File: config.mk
export PLATFORM = sky130hd
export DESIGN_NAME = sdcmd_tracker
export DESIGN_NICKNAME = d
export VERILOG_FILES = /design/src/rtl/sdcmd_pkg.sv /design/src/rtl/sdcmd_decode.sv /design/src/rtl/sdcmd_rules.sv /design/src/rtl/sdcmd_tracker.sv
export SDC_FILE = /design/constraint.sdc
export NUM_CORES = 1
export LEC_CHECK = 0
export BUFFER_PORTS_ARGS = -buffer_cell sky130_fd_sc_hd__buf_2
export CAP_MARGIN = 20
export CORE_UTILIZATION = 51
export CTS_CLUSTER_DIAMETER = 150
export CTS_CLUSTER_SIZE = 8
export DETAILED_ROUTE_END_ITERATION = 16
export PLACE_DENSITY = 0.74
export RECOVER_POWER = 100
export SLEW_MARGIN = 20
export SYNTH_ARGS = -nofsm -noshare
export SYNTH_HDL_FRONTEND = slang
export SYNTH_SLANG_ARGS = --single-unit
export TNS_END_PERCENT = 30
File: constraint.sdc
create_clock -name clk -period 4.7 [get_ports clk]
set_clock_uncertainty 0.05 [all_clocks]
set_input_delay 0.94 -clock clk [delete_from_list [all_inputs] [get_ports clk]]
set_output_delay 0.94 -clock clk [all_outputs]
set_load 0.02 [all_outputs]
File: src/rtl/sdcmd_pkg.sv
package sdcmd_pkg;

    typedef enum logic [3:0] {
        C_DESEL = 4'd0,
        C_NOP   = 4'd1,
        C_BST   = 4'd2,
        C_READ  = 4'd3,
        C_WRITE = 4'd4,
        C_ACT   = 4'd5,
        C_PRE   = 4'd6,
        C_REF   = 4'd7,
        C_MRS   = 4'd8
    } cmd_e;

    typedef enum logic [3:0] {
        S_IDLE    = 4'd0,
        S_ACTIVE  = 4'd1,
        S_WREC    = 4'd2,
        S_WREC_AP = 4'd3,
        S_PRECH   = 4'd4,
        S_REFR    = 4'd5,
        S_MRLOAD  = 4'd6,
        S_PDOWN   = 4'd7,
        S_SELF    = 4'd8
    } trk_state_e;

    // state reached when the wait of a timed state runs out
    function automatic trk_state_e expiry_target(trk_state_e s);
        case (s)
            S_WREC:    return S_ACTIVE;
            S_WREC_AP: return S_PRECH;
            default:   return S_IDLE;
        endcase
    endfunction

    function automatic logic is_timed(trk_state_e s);
        return (s == S_WREC) || (s == S_WREC_AP) || (s == S_PRECH) ||
               (s == S_REFR) || (s == S_MRLOAD);
    endfunction

endpackage

File: src/rtl/sdcmd_decode.sv
module sdcmd_decode
    import sdcmd_pkg::*;
(
    input  logic cs_n,
    input  logic ras_n,
    input  logic cas_n,
    input  logic we_n,
    output cmd_e cmd
);
    always_comb begin
        if (cs_n) begin
            cmd = C_DESEL;
        end else begin
            case ({ras_n, cas_n, we_n})
                3'b111:  cmd = C_NOP;
                3'b110:  cmd = C_BST;
                3'b101:  cmd = C_READ;
                3'b100:  cmd = C_WRITE;
                3'b011:  cmd = C_ACT;
                3'b010:  cmd = C_PRE;
                3'b001:  cmd = C_REF;
                default: cmd = C_MRS;
            endcase
        end
    end
endmodule

File: src/rtl/sdcmd_rules.sv
module sdcmd_rules
    import sdcmd_pkg::*;
(
    input  trk_state_e state,
    input  cmd_e       cmd,
    input  logic       a10,
    output logic       legal,
    output logic       go,
    output trk_state_e tgt
);
    // waiting commands: always accepted, never move the state by themselves
    logic quiet3;
    logic quiet2;

    assign quiet3 = (cmd == C_DESEL) || (cmd == C_NOP) || (cmd == C_BST);
    assign quiet2 = (cmd == C_DESEL) || (cmd == C_NOP);

    always_comb begin
        legal = 1'b1;
        go    = 1'b0;
        tgt   = state;
        case (state)
            S_IDLE: begin
                case (cmd)
                    C_ACT:   begin go = 1'b1; tgt = S_ACTIVE; end
                    C_REF:   begin go = 1'b1; tgt = S_REFR;   end
                    C_MRS:   begin go = 1'b1; tgt = S_MRLOAD; end
                    C_READ,
                    C_WRITE: legal = 1'b0;
                    default: legal = 1'b1;
                endcase
            end
            S_ACTIVE, S_WREC: begin
                case (cmd)
                    C_WRITE: begin go = 1'b1; tgt = a10 ? S_WREC_AP : S_WREC; end
                    C_READ:  begin go = 1'b1; tgt = a10 ? S_PRECH : S_ACTIVE; end
                    C_PRE:   begin
                        legal = (state == S_ACTIVE);
                        go    = (state == S_ACTIVE);
                        tgt   = S_PRECH;
                    end
                    default: legal = quiet3;
                endcase
            end
            S_WREC_AP, S_PRECH, S_REFR: legal = quiet3;
            S_MRLOAD:                   legal = quiet2;
            default:                    legal = 1'b1;
        endcase
    end
endmodule

File: src/rtl/sdcmd_tracker.sv
module sdcmd_tracker
    import sdcmd_pkg::*;
#(
    parameter int BA_W  = 2,
    parameter int T_WR  = 2,
    parameter int T_RP  = 3,
    parameter int T_RC  = 6,
    parameter int T_MRD = 2
) (
    input  logic            clk,
    input  logic            rst,
    input  logic            cke,
    input  logic            cs_n,
    input  logic            ras_n,
    input  logic            cas_n,
    input  logic            we_n,
    input  logic [BA_W-1:0] ba,
    input  logic            a10,
    output logic [3:0]      state_o,
    output logic            illegal_o,
    output logic [3:0]      illegal_cmd_o,
    output logic [BA_W-1:0] illegal_ba_o
);
    localparam int T_MAX1 = (T_WR > T_RP) ? T_WR : T_RP;
    localparam int T_MAX2 = (T_RC > T_MRD) ? T_RC : T_MRD;
    localparam int T_MAX  = (T_MAX1 > T_MAX2) ? T_MAX1 : T_MAX2;
    localparam int CNT_W  = (T_MAX > 1) ? $clog2(T_MAX) : 1;

    typedef struct packed {
        trk_state_e      st;
        logic [CNT_W-1:0] cnt;
        logic            cke;
        logic            ill;
        cmd_e            code;
        logic [BA_W-1:0] bank;
    } trk_t;

    function automatic logic [CNT_W-1:0] load_for(trk_state_e s);
        case (s)
            S_WREC, S_WREC_AP: return CNT_W'(T_WR - 1);
            S_PRECH:           return CNT_W'(T_RP - 1);
            S_REFR:            return CNT_W'(T_RC - 1);
            S_MRLOAD:          return CNT_W'(T_MRD - 1);
            default:           return '0;
        endcase
    endfunction

    trk_t       trk_q, trk_d;
    cmd_e       cmd;
    cmd_e       eff_cmd;
    logic       legal;
    logic       go;
    trk_state_e tgt;
    trk_state_e exp_st;

    sdcmd_decode u_decode (
        .cs_n  (cs_n),
        .ras_n (ras_n),
        .cas_n (cas_n),
        .we_n  (we_n),
        .cmd   (cmd)
    );

    // commands only count when clock enable was high at the previous edge
    assign eff_cmd = trk_q.cke ? cmd : C_NOP;

    sdcmd_rules u_rules (
        .state (trk_q.st),
        .cmd   (eff_cmd),
        .a10   (a10),
        .legal (legal),
        .go    (go),
        .tgt   (tgt)
    );

    assign exp_st = expiry_target(trk_q.st);

    always_comb begin
        trk_d      = trk_q;
        trk_d.cke  = cke;
        trk_d.ill  = 1'b0;
        trk_d.code = C_DESEL;
        trk_d.bank = '0;
        if (trk_q.st == S_PDOWN || trk_q.st == S_SELF) begin
            if (cke) begin
                trk_d.st = S_IDLE;
            end
        end else if (trk_q.st == S_IDLE && trk_q.cke && !cke) begin
            if (cmd == C_REF) begin
                trk_d.st = S_SELF;
            end else if (cmd == C_NOP || cmd == C_DESEL) begin
                trk_d.st = S_PDOWN;
            end else begin
                trk_d.ill  = 1'b1;
                trk_d.code = cmd;
                trk_d.bank = ba;
            end
        end else if (!legal) begin
            trk_d.ill  = 1'b1;
            trk_d.code = cmd;
            trk_d.bank = ba;
        end else if (go) begin
            trk_d.st  = tgt;
            trk_d.cnt = load_for(tgt);
        end else if (is_timed(trk_q.st)) begin
            if (trk_q.cnt == '0) begin
                trk_d.st  = exp_st;
                trk_d.cnt = load_for(exp_st);
            end else begin
                trk_d.cnt = trk_q.cnt - 1'b1;
            end
        end
    end

    always_ff @(posedge clk) begin
        if (rst) begin
            trk_q <= '{st: S_IDLE, cnt: '0, cke: 1'b1, ill: 1'b0,
                       code: C_DESEL, bank: '0};
        end else begin
            trk_q <= trk_d;
        end
    end

    assign state_o       = trk_q.st;
    assign illegal_o     = trk_q.ill;
    assign illegal_cmd_o = trk_q.code;
    assign illegal_ba_o  = trk_q.bank;

endmodule

==> metrics.md, run 1 <==
| Metric | Value |
|---|---|
| IO Pins | 21 |
| Crit Path Category | in2reg |
| CTS tree | yes |
| Residual DRC | 0 |
| Final Instance Area | 0.00135 sq mm |
| Clock-pin slew on the worst setup and hold paths | 100 ps |
| First-pass GRT wire length | 5.02 mm |
| Worst-Skew Late Latency | 300 ps |
| Largest net degree at the start of global routing | 19 |
| Endpoints failing hold | 0 |
| Crit path from | ras_n |
| Die Ht | 53.6 um |
| RSZ-0062 raised after global routing | no |
| Router iterations before antenna repair | 6 |
| Crit path cell chain | clkbuf_1 -> and4bb_1 -> o21ai_0 -> a21o_1 -> o21ai_0 -> a211oi_1 -> a221oi_1 |
| Hold Buf Count CTS | 0 |
| Worst Hold Class | reg2reg |
| Slew @ Worst Pin | 689 ps |
| Setup TNS | 0 ps |
| Max Cap Viol | 0 |
| WP data required | 4850 ps |
| Antenna cells | 0 |
| Dpl hpwl | 2.31 mm |
| Leading area contributor after synthesis | dfxtp_1 |
| Clock root buffer | clkbuf_4 |
| H-tree Lvls | 1 |
| TritonCTS Buffers | 3 |
| Reg-to-reg startpoint | state_o[0] |
| Setup violations, final | 0 |
| Max-slew violation count | 0 |
| All-Layer GR Usage | 23.8% |
| Ys Warns | 0 |
| Final period utilization | 62.1% |
| Routed WL per cell | 15.5 um |
| Sequential cell area fraction in the yosys report | 22.1% |
| Core area | 0.00250 sq mm |
| Vias in the first global route | 1152 |
| Initial antenna violation count | 0 |
| Fmax achieved | 0.343 GHz |
| Starting DRT DRC Count | 84 |
| Final WL | 3.10 mm |
| Die area | 0.00288 sq mm |
| Peak VDD IR | 0.357 mV |
| # port buffers | 20 |
| Vias/cell | 6.40 |
| Post-CTS Resized | 0 |
| Gate Count Post-Synth | 165 |
| Most frequent cell on the critical path | o21ai_0 |
| Critical Path Source Type | input port |
| Clk sink count | 15 |
| Slowest stage delay, CP | 510 ps |
| Total congestion overflow | 0 |
| Slew Limit Headroom | 54.1% |
| Seq cells post-synth | 15 |
| Area grow syn2layout | -0.828% |
| Power per cell area | 575 mW/mm^2 |
| Post-synth ARST share | 0% |
| Status | completed |
| Number of flops mapped to enable cells by yosys | 0 |
| Top cells by area, synth | dfxtp_1 22%, buf_4 7.2%, nor2_1 4.1%, nand2_1 3.3%, o21a_1 3.3% |
| GP Congestion | 0.885 |
| Die Wd | 53.6 um |
| Pleak | 0.484 nW |
| Synthesized area per cell | 8.24 sq um |
| CP max FO | 17 |
| Mapped cell area | 0.00136 sq mm |
| Final nets | 183 |
| Worst Path Arrival | 3060 ps |
| CP max stage cell | clkbuf_1 |
| Worst Min Path Start | trk_q[8] |
| Starting density of the core | 54.4% |
| Post-CTS Setup Bufs | 0 |
| Most used DFF post-synth | dfxtp_1 |
| Synth top area share | 22.1% |
| Syn_nets | 177 |
| Synth cell types | 58 |
| DP Area | 0.00135 sq mm |
| Post-route minimum period | 2920 ps |
| Final ANT Viol Nets | 0 |
| Max clock buf depth | 2 |
| Share of cells above drive strength 1 | 14.1% |
| Via Count | 1280 |
| CP Capture Type | flip-flop |
| Rows | 18 |
| Total Power | 0.775 mW |
-- per-stage QoR --
step / cells / setup WS (ps) / utilization [%] / hold slack [ps]
after global placement: 196 / 2060 / 54.1 / 424
after detailed placement: 196 / 1950 / 54.1 / 464
after floorplan: 165 / 2280 / - / 408
final: 200 / 1780 / 54.0 / 479
after CTS: 200 / 2270 / 55.2 / 478
after global routing: 200 / 1660 / 54.0 / 510
-- layer usage --
layer | global-route usage [%] | share of wire, %
met5 | 0 | 0
met4 | 15.4 | 3.1
met3 | 4.80 | 7.6
met2 | 40.0 | 49
met1 | 27.3 | 40
-- synth_stat cells (2+ instances only) --
cell	n
a211oi_1	2
a21o_1	2
a21oi_1	6
a221oi_1	4
a22oi_2	3
a31oi_1	3
and2_1	4
buf_4	13
buf_6	3
dfxtp_1	15
ha_1	2
inv_1	8
nand2_1	12
nand2b_1	2
nand3_1	8
nor2_1	15
nor2b_1	5
nor3_1	5
nor3b_1	2
o21a_1	6
o21ai_0	3
o21ai_1	4
or3_1	2
xnor2_1	2
-- critical path: cells and delay by family --
family	cells	cell delay, ps
AOI/OAI and AO/OA	5	1160
buffers and inverters	1	510
and+or+nand+nor	1	450
-- cells by family (layout without fill, tap and decap cells) --
family          after synthesis  in the layout  synth area share, %
fa+ha+maj                     2              2                 1.84
xor+xnor                      3              3                 1.93
mux                           2              2                 1.75
flops                        15             15                 22.1
buf+inv                      27             32                 12.9
simple gates                 67             67                 28.0
compound gates               49             49                 31.6
-- state kept, by name (all words and copies together), names as in the netlist --
register	flops
illegal_ba_o	2
illegal_cmd_o	4
illegal_o	1
state_o	4
trk_q	4
-- final timing paths --
kind / to / slack (ps) / cells past startpoint
worst max-delay path: trk_q[10] / 1780 / 7
worst min-delay path: trk_q[8] / 480 / 2
worst max register to register: state_o[0] / 2290 / 6
worst min register to register: trk_q[8] / 480 / 2
-- area by class of cell --
cell class              instances  area (sq um)
fillers                       235          1150
multi-input cells             123           870
flip-flops and latches         15           300
repair buffers                 20          83.8
well taps                      30          37.5
inverters                       8          30.0
clock buffers                   3          22.5
clock inverters                 1          5.00
-- cell usage in the layout, fill, tap and decap left out, types with 3 or more instances in the layout --
master / count
nor2_1: 15
dfxtp_1: 15
clkbuf_1: 13
nand2_1: 12
inv_1: 8
nand3_1: 8
buf_2: 7
a21oi_1: 6
o21ai_0: 6
o21a_1: 6
nor2b_1: 5
nor3_1: 5
a221oi_1: 4
and2_1: 4
a31oi_1: 3
clkbuf_4: 3
-- power breakdown --
group	internal (mW)	switching [mW]	leakage, nW	total [mW]
logic	0.183	0.292	0.344	0.475
registers	0.161	0.0603	0.123	0.221
clock network	0.0318	0.0473	0.0177	0.0791
total	0.376	0.399	0.484	0.775
(Power assumes the default switching activity.)
==> run 2, diff against run 1 <==
--- a/config.mk
+++ b/config.mk
@@ -11,7 +11,7 @@
 export CTS_CLUSTER_DIAMETER = 150
 export CTS_CLUSTER_SIZE = 8
 export DETAILED_ROUTE_END_ITERATION = 16
-export PLACE_DENSITY = 0.74
+export PLACE_DENSITY = 0.77
 export RECOVER_POWER = 100
 export SLEW_MARGIN = 20
 export SYNTH_ARGS = -nofsm -noshare
==> constraint.sdc (replaced) <==
create_clock -name clk -period 2.45 [get_ports clk]
set_clock_uncertainty 0.05 [all_clocks]
set_input_delay 0.49 -clock clk [delete_from_list [all_inputs] [get_ports clk]]
set_output_delay 0.49 -clock clk [all_outputs]
set_load 0.02 [all_outputs]
==> metrics.md, run 2 (synthesized netlist as in run 1, its figures left out) <==
| Metric | Value |
|---|---|
| Status | completed |
| Max Cap Viol | 0 (unchanged) |
| First-pass GRT wire length | 5.02 mm (+0.14%) |
| Vias/cell | 6.29 (-1.8%) |
| Area grow syn2layout | 1.56% |
| Worst-Skew Late Latency | 280 ps (-20 ps) |
| Dpl hpwl | 2.27 mm (-1.8%) |
| Met2 Wirelength | 1.45 mm (-4.3%) |
| Fmax achieved | 0.440 GHz |
| Commonest cells after routing, fill and taps aside | 15 x nor2_1, 15 x dfxtp_1, 12 x nand2_1, 11 x clkbuf_1, 9 x buf_2 |
| Multi-input logic area | 885 sq um (+1.7%) |
| Sequential standard cell area | 300 sq um (unchanged) |
| TritonCTS Buffers | 3 (unchanged) |
| Metal3 WL | 208 um (-12%) |
| Clock-pin slew on the worst setup and hold paths | 90 ps (about the same) |
| Final nets | 185 (+1.1%) |
| Starting DRT DRC Count | 56 (-33%) |
| CP Capture Type | flip-flop |
| Rows | 18 (unchanged) |
| Die Wd | 53.6 um (unchanged) |
| H-tree Lvls | 1 (unchanged) |
| Worst Hold Class | in2reg |
| Hold Buf Count CTS | 0 (unchanged) |
| CP max FO | 17 (unchanged) |
| # fillers | 235 (unchanged) |
| Final ANT Viol Nets | 0 (unchanged) |
| Share of cells above drive strength 1 | 18.0% (+3.9 points) |
| Slew Limit Headroom | 51.9% (-2.2 points) |
| Total congestion overflow | 0 (unchanged) |
| Slew @ Worst Pin | 721 ps (+32.6 ps) |
| Setup TNS | 0 ps (unchanged) |
| Power per cell area | 1100 mW/mm^2 (+92%) |
| GP Congestion | 0.970 (+9.6%) |
| Post-route minimum period | 2270 ps |
| Starting density of the core | 54.4% (unchanged) |
| Post-CTS Setup Bufs | 0 (unchanged) |
| Placed Cells incl. Taps | 198 (+1.0%) |
| Routed WL per cell | 15.3 um (-1.6%) |
| Worst Path Arrival | 2370 ps (-690 ps) |
| Crit Path Category | reg2reg |
| Clk sink count | 15 (unchanged) |
| CTS tree | yes |
| Final period utilization | 92.7% |
| Max clock buf depth | 2 (unchanged) |
| Met1 WL | 1.37 mm (+9.3%) |
| Max Used Layer | met4 |
| Via Count | 1270 (-0.78%) |
| Core area | 0.00250 sq mm (unchanged) |
| Endpoints failing hold | 0 (unchanged) |
| Die Ht | 53.6 um (unchanged) |
| Post-CTS Resized | 0 (unchanged) |
| Non-Filler Instances | 202 (+1.0%) |
| Setup violations, final | 0 (unchanged) |
| Clock root buffer | clkbuf_4 |
| Peak VDD IR | 0.735 mV (+110%) |
| Vias in the first global route | 1107 (-3.9%) |
| Antenna cells | 0 (unchanged) |
| Router iterations before antenna repair | 4 (-2) |
| Final WL | 3.08 mm (-0.64%) |
| Pleak | 0.499 nW (+3.0%) |
| IO Pins | 21 (unchanged) |
| Residual DRC | 0 (unchanged) |
| Max-slew violation count | 0 (unchanged) |
| Initial antenna violation count | 0 (unchanged) |
| Critical Path Source Type | flip-flop |
| Die area | 0.00288 sq mm (unchanged) |
| All-Layer GR Usage | 24.0% (+0.15 points) |
| Worst Hold Slack | 359 ps (-120 ps) |
| RSZ-0062 raised after global routing | no |
| WP data required | 2550 ps (-2300 ps) |
| # port buffers | 20 (unchanged) |
| Largest net degree at the start of global routing | 18 (-1) |
run 2: cell count changes in the layout (fill, tap and decap cells not counted), sizes merged:
| cell | change |
|---|---|
| buf | +4 |
| clkbuf | -2 |
run 2: final timing paths:
kind	slack [ps]	cells after the start	end	startpoint
setup reg to reg	180	6	trk_q[10]	state_o[0]
hold reg to reg	460	2	trk_q[10]	trk_q[10]
hold / removal	360	2	illegal_ba_o[1]	ba[1]
setup / recovery	180	6	trk_q[10]	state_o[0]
run 2: report_power, final:
group | total (mW) | internal (mW) | switching (mW)
registers | 0.408 | 0.308 | 0.100
clock network | 0.137 | 0.0607 | 0.0768
logic | 0.980 | 0.386 | 0.594
total | 1.53 | 0.755 | 0.771
run 2: per-stage QoR:
step	setup slack [ps]	total power [mW]	instance area (sq um)	utilization (%)
CTS	286	1.52	1400	55.8
global route	61.9	1.64	1380	55.3
global placement	268	1.36	1370	54.7
detailed placement	209	1.37	1370	54.7
floorplan	483	1.22	1360	-
finish	178	1.53	1380	55.3
run 2: cell type report:
type	count	share of cell area (%)
clock inverters	1	0.362
clock buffers	3	1.63
repair buffers	22	7.34
multi-input cells	123	64.0
flip-flops and latches	15	21.7
well taps	30	2.72
inverters	8	2.17
run 2: routing by layer:
layer	track usage (%)	vias up
met4	9.65	0
met3	6.21	11
met1	32.3	594
met5	0	-
met2	36.0	56
li1	-	609
run 2: critical path: stages, from the launching register on:
cell and delay, ps:
dfxtp_1 550, or3_1 500, o21ai_0 200, a21o_1 190, o21ai_0 170, a211oi_1 360
a221oi_1 130
==> run 3, diff against run 2 <==
--- a/config.mk
+++ b/config.mk
@@ -5,13 +5,13 @@
 export SDC_FILE = /design/constraint.sdc
 export NUM_CORES = 1
 export LEC_CHECK = 0
-export BUFFER_PORTS_ARGS = -buffer_cell sky130_fd_sc_hd__buf_2
 export CAP_MARGIN = 20
 export CORE_UTILIZATION = 51
 export CTS_CLUSTER_DIAMETER = 150
 export CTS_CLUSTER_SIZE = 8
 export DETAILED_ROUTE_END_ITERATION = 16
-export PLACE_DENSITY = 0.77
+export DONT_BUFFER_PORTS = 1
+export PLACE_DENSITY = 0.7
 export RECOVER_POWER = 100
 export SLEW_MARGIN = 20
 export SYNTH_ARGS = -nofsm -noshare
==> metrics.md, run 3 (synthesized netlist as in run 1, its figures left out) <==
| Metric | Value |
|---|---|
| Sw power | 0.728 mW (-5.6%) |
| Clk sink count | 15 (unchanged) |
| Flop pwr share | 30.5% (+3.7 points) |
| Router iterations before antenna repair | 4 (unchanged) |
| Most frequent cell on the critical path | o21ai_0 |
| Post-route minimum period | 2150 ps (-117 ps) |
| Worst Hold Class | in2reg |
| # fillers | 243 (+3.4%) |
| Rows | 18 (unchanged) |
| Area grow syn2layout | -4.69% |
| Non-Filler Instances | 184 (-8.9%) |
| All-Layer GR Usage | 23.2% (-0.83 points) |
| Commonest cells after routing, fill and taps aside | 15 x nor2_1, 15 x dfxtp_1, 12 x nand2_1, 8 x inv_1, 8 x nand3_1 |
| Clk network pwr share | 9.9% (+0.9 points) |
| Final period utilization | 88.0% (-4.8 points) |
| DP Area | 0.00128 sq mm (-6.2%) |
| Reg2reg end | trk_q[8] |
| WP data required | 2570 ps (+20 ps) |
| Worst-Skew Late Latency | 300 ps (+20 ps) |
| TritonCTS Buffers | 3 (unchanged) |
| Clock root buffer | clkbuf_4 |
| Sw Share | 49.8% (-0.69 points) |
| Max clock buf depth | 2 (unchanged) |
| Final ANT Viol Nets | 0 (unchanged) |
| H-tree Lvls | 1 (unchanged) |
| # port buffers | 0 (-100%) |
| Largest net degree at the start of global routing | 19 (+1) |
| Setup TNS | 0 ps (unchanged) |
| Dpl ws | 348 ps (+139 ps) |
| Status | completed |
| Hold Buf Count CTS | 0 (unchanged) |
| Vias in the first global route | 1027 (-7.2%) |
| Final Instance Area | 0.00130 sq mm (-6.2%) |
| RSZ-0062 raised after global routing | no |
| Peak VDD IR | 0.764 mV (+4.0%) |
| Core area | 0.00250 sq mm (unchanged) |
| Via Count | 1193 (-6.1%) |
| Max Cap Viol | 0 (unchanged) |
| Reg-to-reg startpoint | state_o[0] |
| Critical Path Source Type | flip-flop |
| Dpl hpwl | 2.29 mm (+0.80%) |
| First-pass GRT wire length | 4.77 mm (-5.1%) |
| Total Power | 1.46 mW (-4.2%) |
| Share of cells above drive strength 1 | 13.6% (-4.4 points) |
| Max-slew violation count | 0 (unchanged) |
| Gate power share | 59.6% (-4.6 points) |
| Endpoints failing hold | 0 (unchanged) |
| Routed WL per cell | 16.3 um (+6.6%) |
| Fmax achieved | 0.464 GHz (+5.4%) |
| Setup WS post-layout | 295 ps (+117 ps) |
| Hold Path Stages | 1 (-1) |
| CP max stage cell | dfxtp_1 |
| Slew Limit Headroom | 58.9% (+7.0 points) |
| Placed Cells incl. Taps | 180 (-9.1%) |
| Hold Path End | state_o[1] |
| Worst Path Arrival | 2270 ps (-100 ps) |
| Post-CTS Resized | 0 (unchanged) |
| CTS tree | yes |
| Clock-pin slew on the worst setup and hold paths | 90 ps (about the same) |
| Crit Path Category | reg2reg |
| Final nets | 167 (-9.7%) |
| Pleak | 0.452 nW (-9.4%) |
| Vias/cell | 6.48 (+3.1%) |
| Initial antenna violation count | 0 (unchanged) |
| CP max FO | 12 (-5) |
| Antenna cells | 0 (unchanged) |
| Worst Min Path Start | rst |
| Starting density of the core | 54.4% (unchanged) |
| P_int | 0.733 mW (-2.9%) |
| Setup violations, final | 0 (unchanged) |
| CP top delay family | compound AO/OA/AOI/OAI gates |
| Worst Hold Slack | 207 ps (-151 ps) |
| Power per cell area | 1130 mW/mm^2 (+2.0%) |
| IO Pins | 21 (unchanged) |
| Crit path cell chain | or3_1 -> o21ai_0 -> a21o_1 -> o21ai_0 -> a211oi_1 -> a221oi_1 |
| Post-CTS Setup Bufs | 0 (unchanged) |
| Final WL | 3.00 mm (-2.9%) |
| Flop2flop setup slack | 300 ps (+120 ps) |
| Total congestion overflow | 0 (unchanged) |
| Slowest stage delay, CP | 500 ps (-50 ps) |
| WP buf/inv | 0 (unchanged) |
| GP Congestion | 0.916 (-5.5%) |
| Slew @ Worst Pin | 616 ps (-105 ps) |
| Die area | 0.00288 sq mm (unchanged) |
| FF-to-FF path depth | 6 (unchanged) |
| CP Capture Type | flip-flop |
| Residual DRC | 0 (unchanged) |
| Die Ht | 53.6 um (unchanged) |
| Die Wd | 53.6 um (unchanged) |
| Util after Layout | 51.9% (-3.4 points) |
| Starting DRT DRC Count | 48 (-14%) |
-- run 3: worst max-delay path by stage --
stage	startpoint	endpoint	slack [ps]	depth (start not counted)
CTS	state_o[0]	state_o[0]	350	6
finish	state_o[0]	trk_q[8]	300	6
global placement	state_o[0]	state_o[0]	410	6
floorplan	ras_n	trk_q[9]	480	7
global route	state_o[0]	trk_q[10]	100	6
detailed placement	state_o[1]	trk_q[8]	350	6
-- run 3: final cells by class --
cell class	instances	area (sq um)	share of cell area, %
clock inverters	1	5.00	0.386
multi-input cells	123	878	67.8
flip-flops and latches	15	300	23.2
well taps	30	37.5	2.90
clock buffers	3	22.5	1.74
inverters	8	30.0	2.32
repair buffers	4	22.5	1.74
-- run 3: power groups by stage --
| stage | logic (mW) | clock network, mW | registers [mW] |
|---|---|---|---|
| finish | 0.870 | 0.145 | 0.446 |
| global route | 0.963 | 0.156 | 0.458 |
| global placement | 0.875 | 0 | 0.445 |
| detailed placement | 0.887 | 0 | 0.449 |
| CTS | 0.890 | 0.145 | 0.443 |
| floorplan | 0.854 | 0 | 0.363 |
-- run 3: layer usage --
| metal | wire length (um) | global-route usage, % | up-vias |
|---|---|---|---|
| li1 | - | - | 572 |
| met1 | 1280 | 29.2 | 558 |
| met2 | 1460 | 38.8 | 54 |
| met3 | 207 | 5.08 | 9 |
| met4 | 45 | 7.46 | 0 |
| met5 | 0 | 0 | - |
-- run 3: worst reg2reg max path, stage by stage, from the launching register on --
cell	delay, ps
dfxtp_1	500
or3_1	470
o21ai_0	180
a21o_1	170
o21ai_0	160
a211oi_1	370
a221oi_1	130
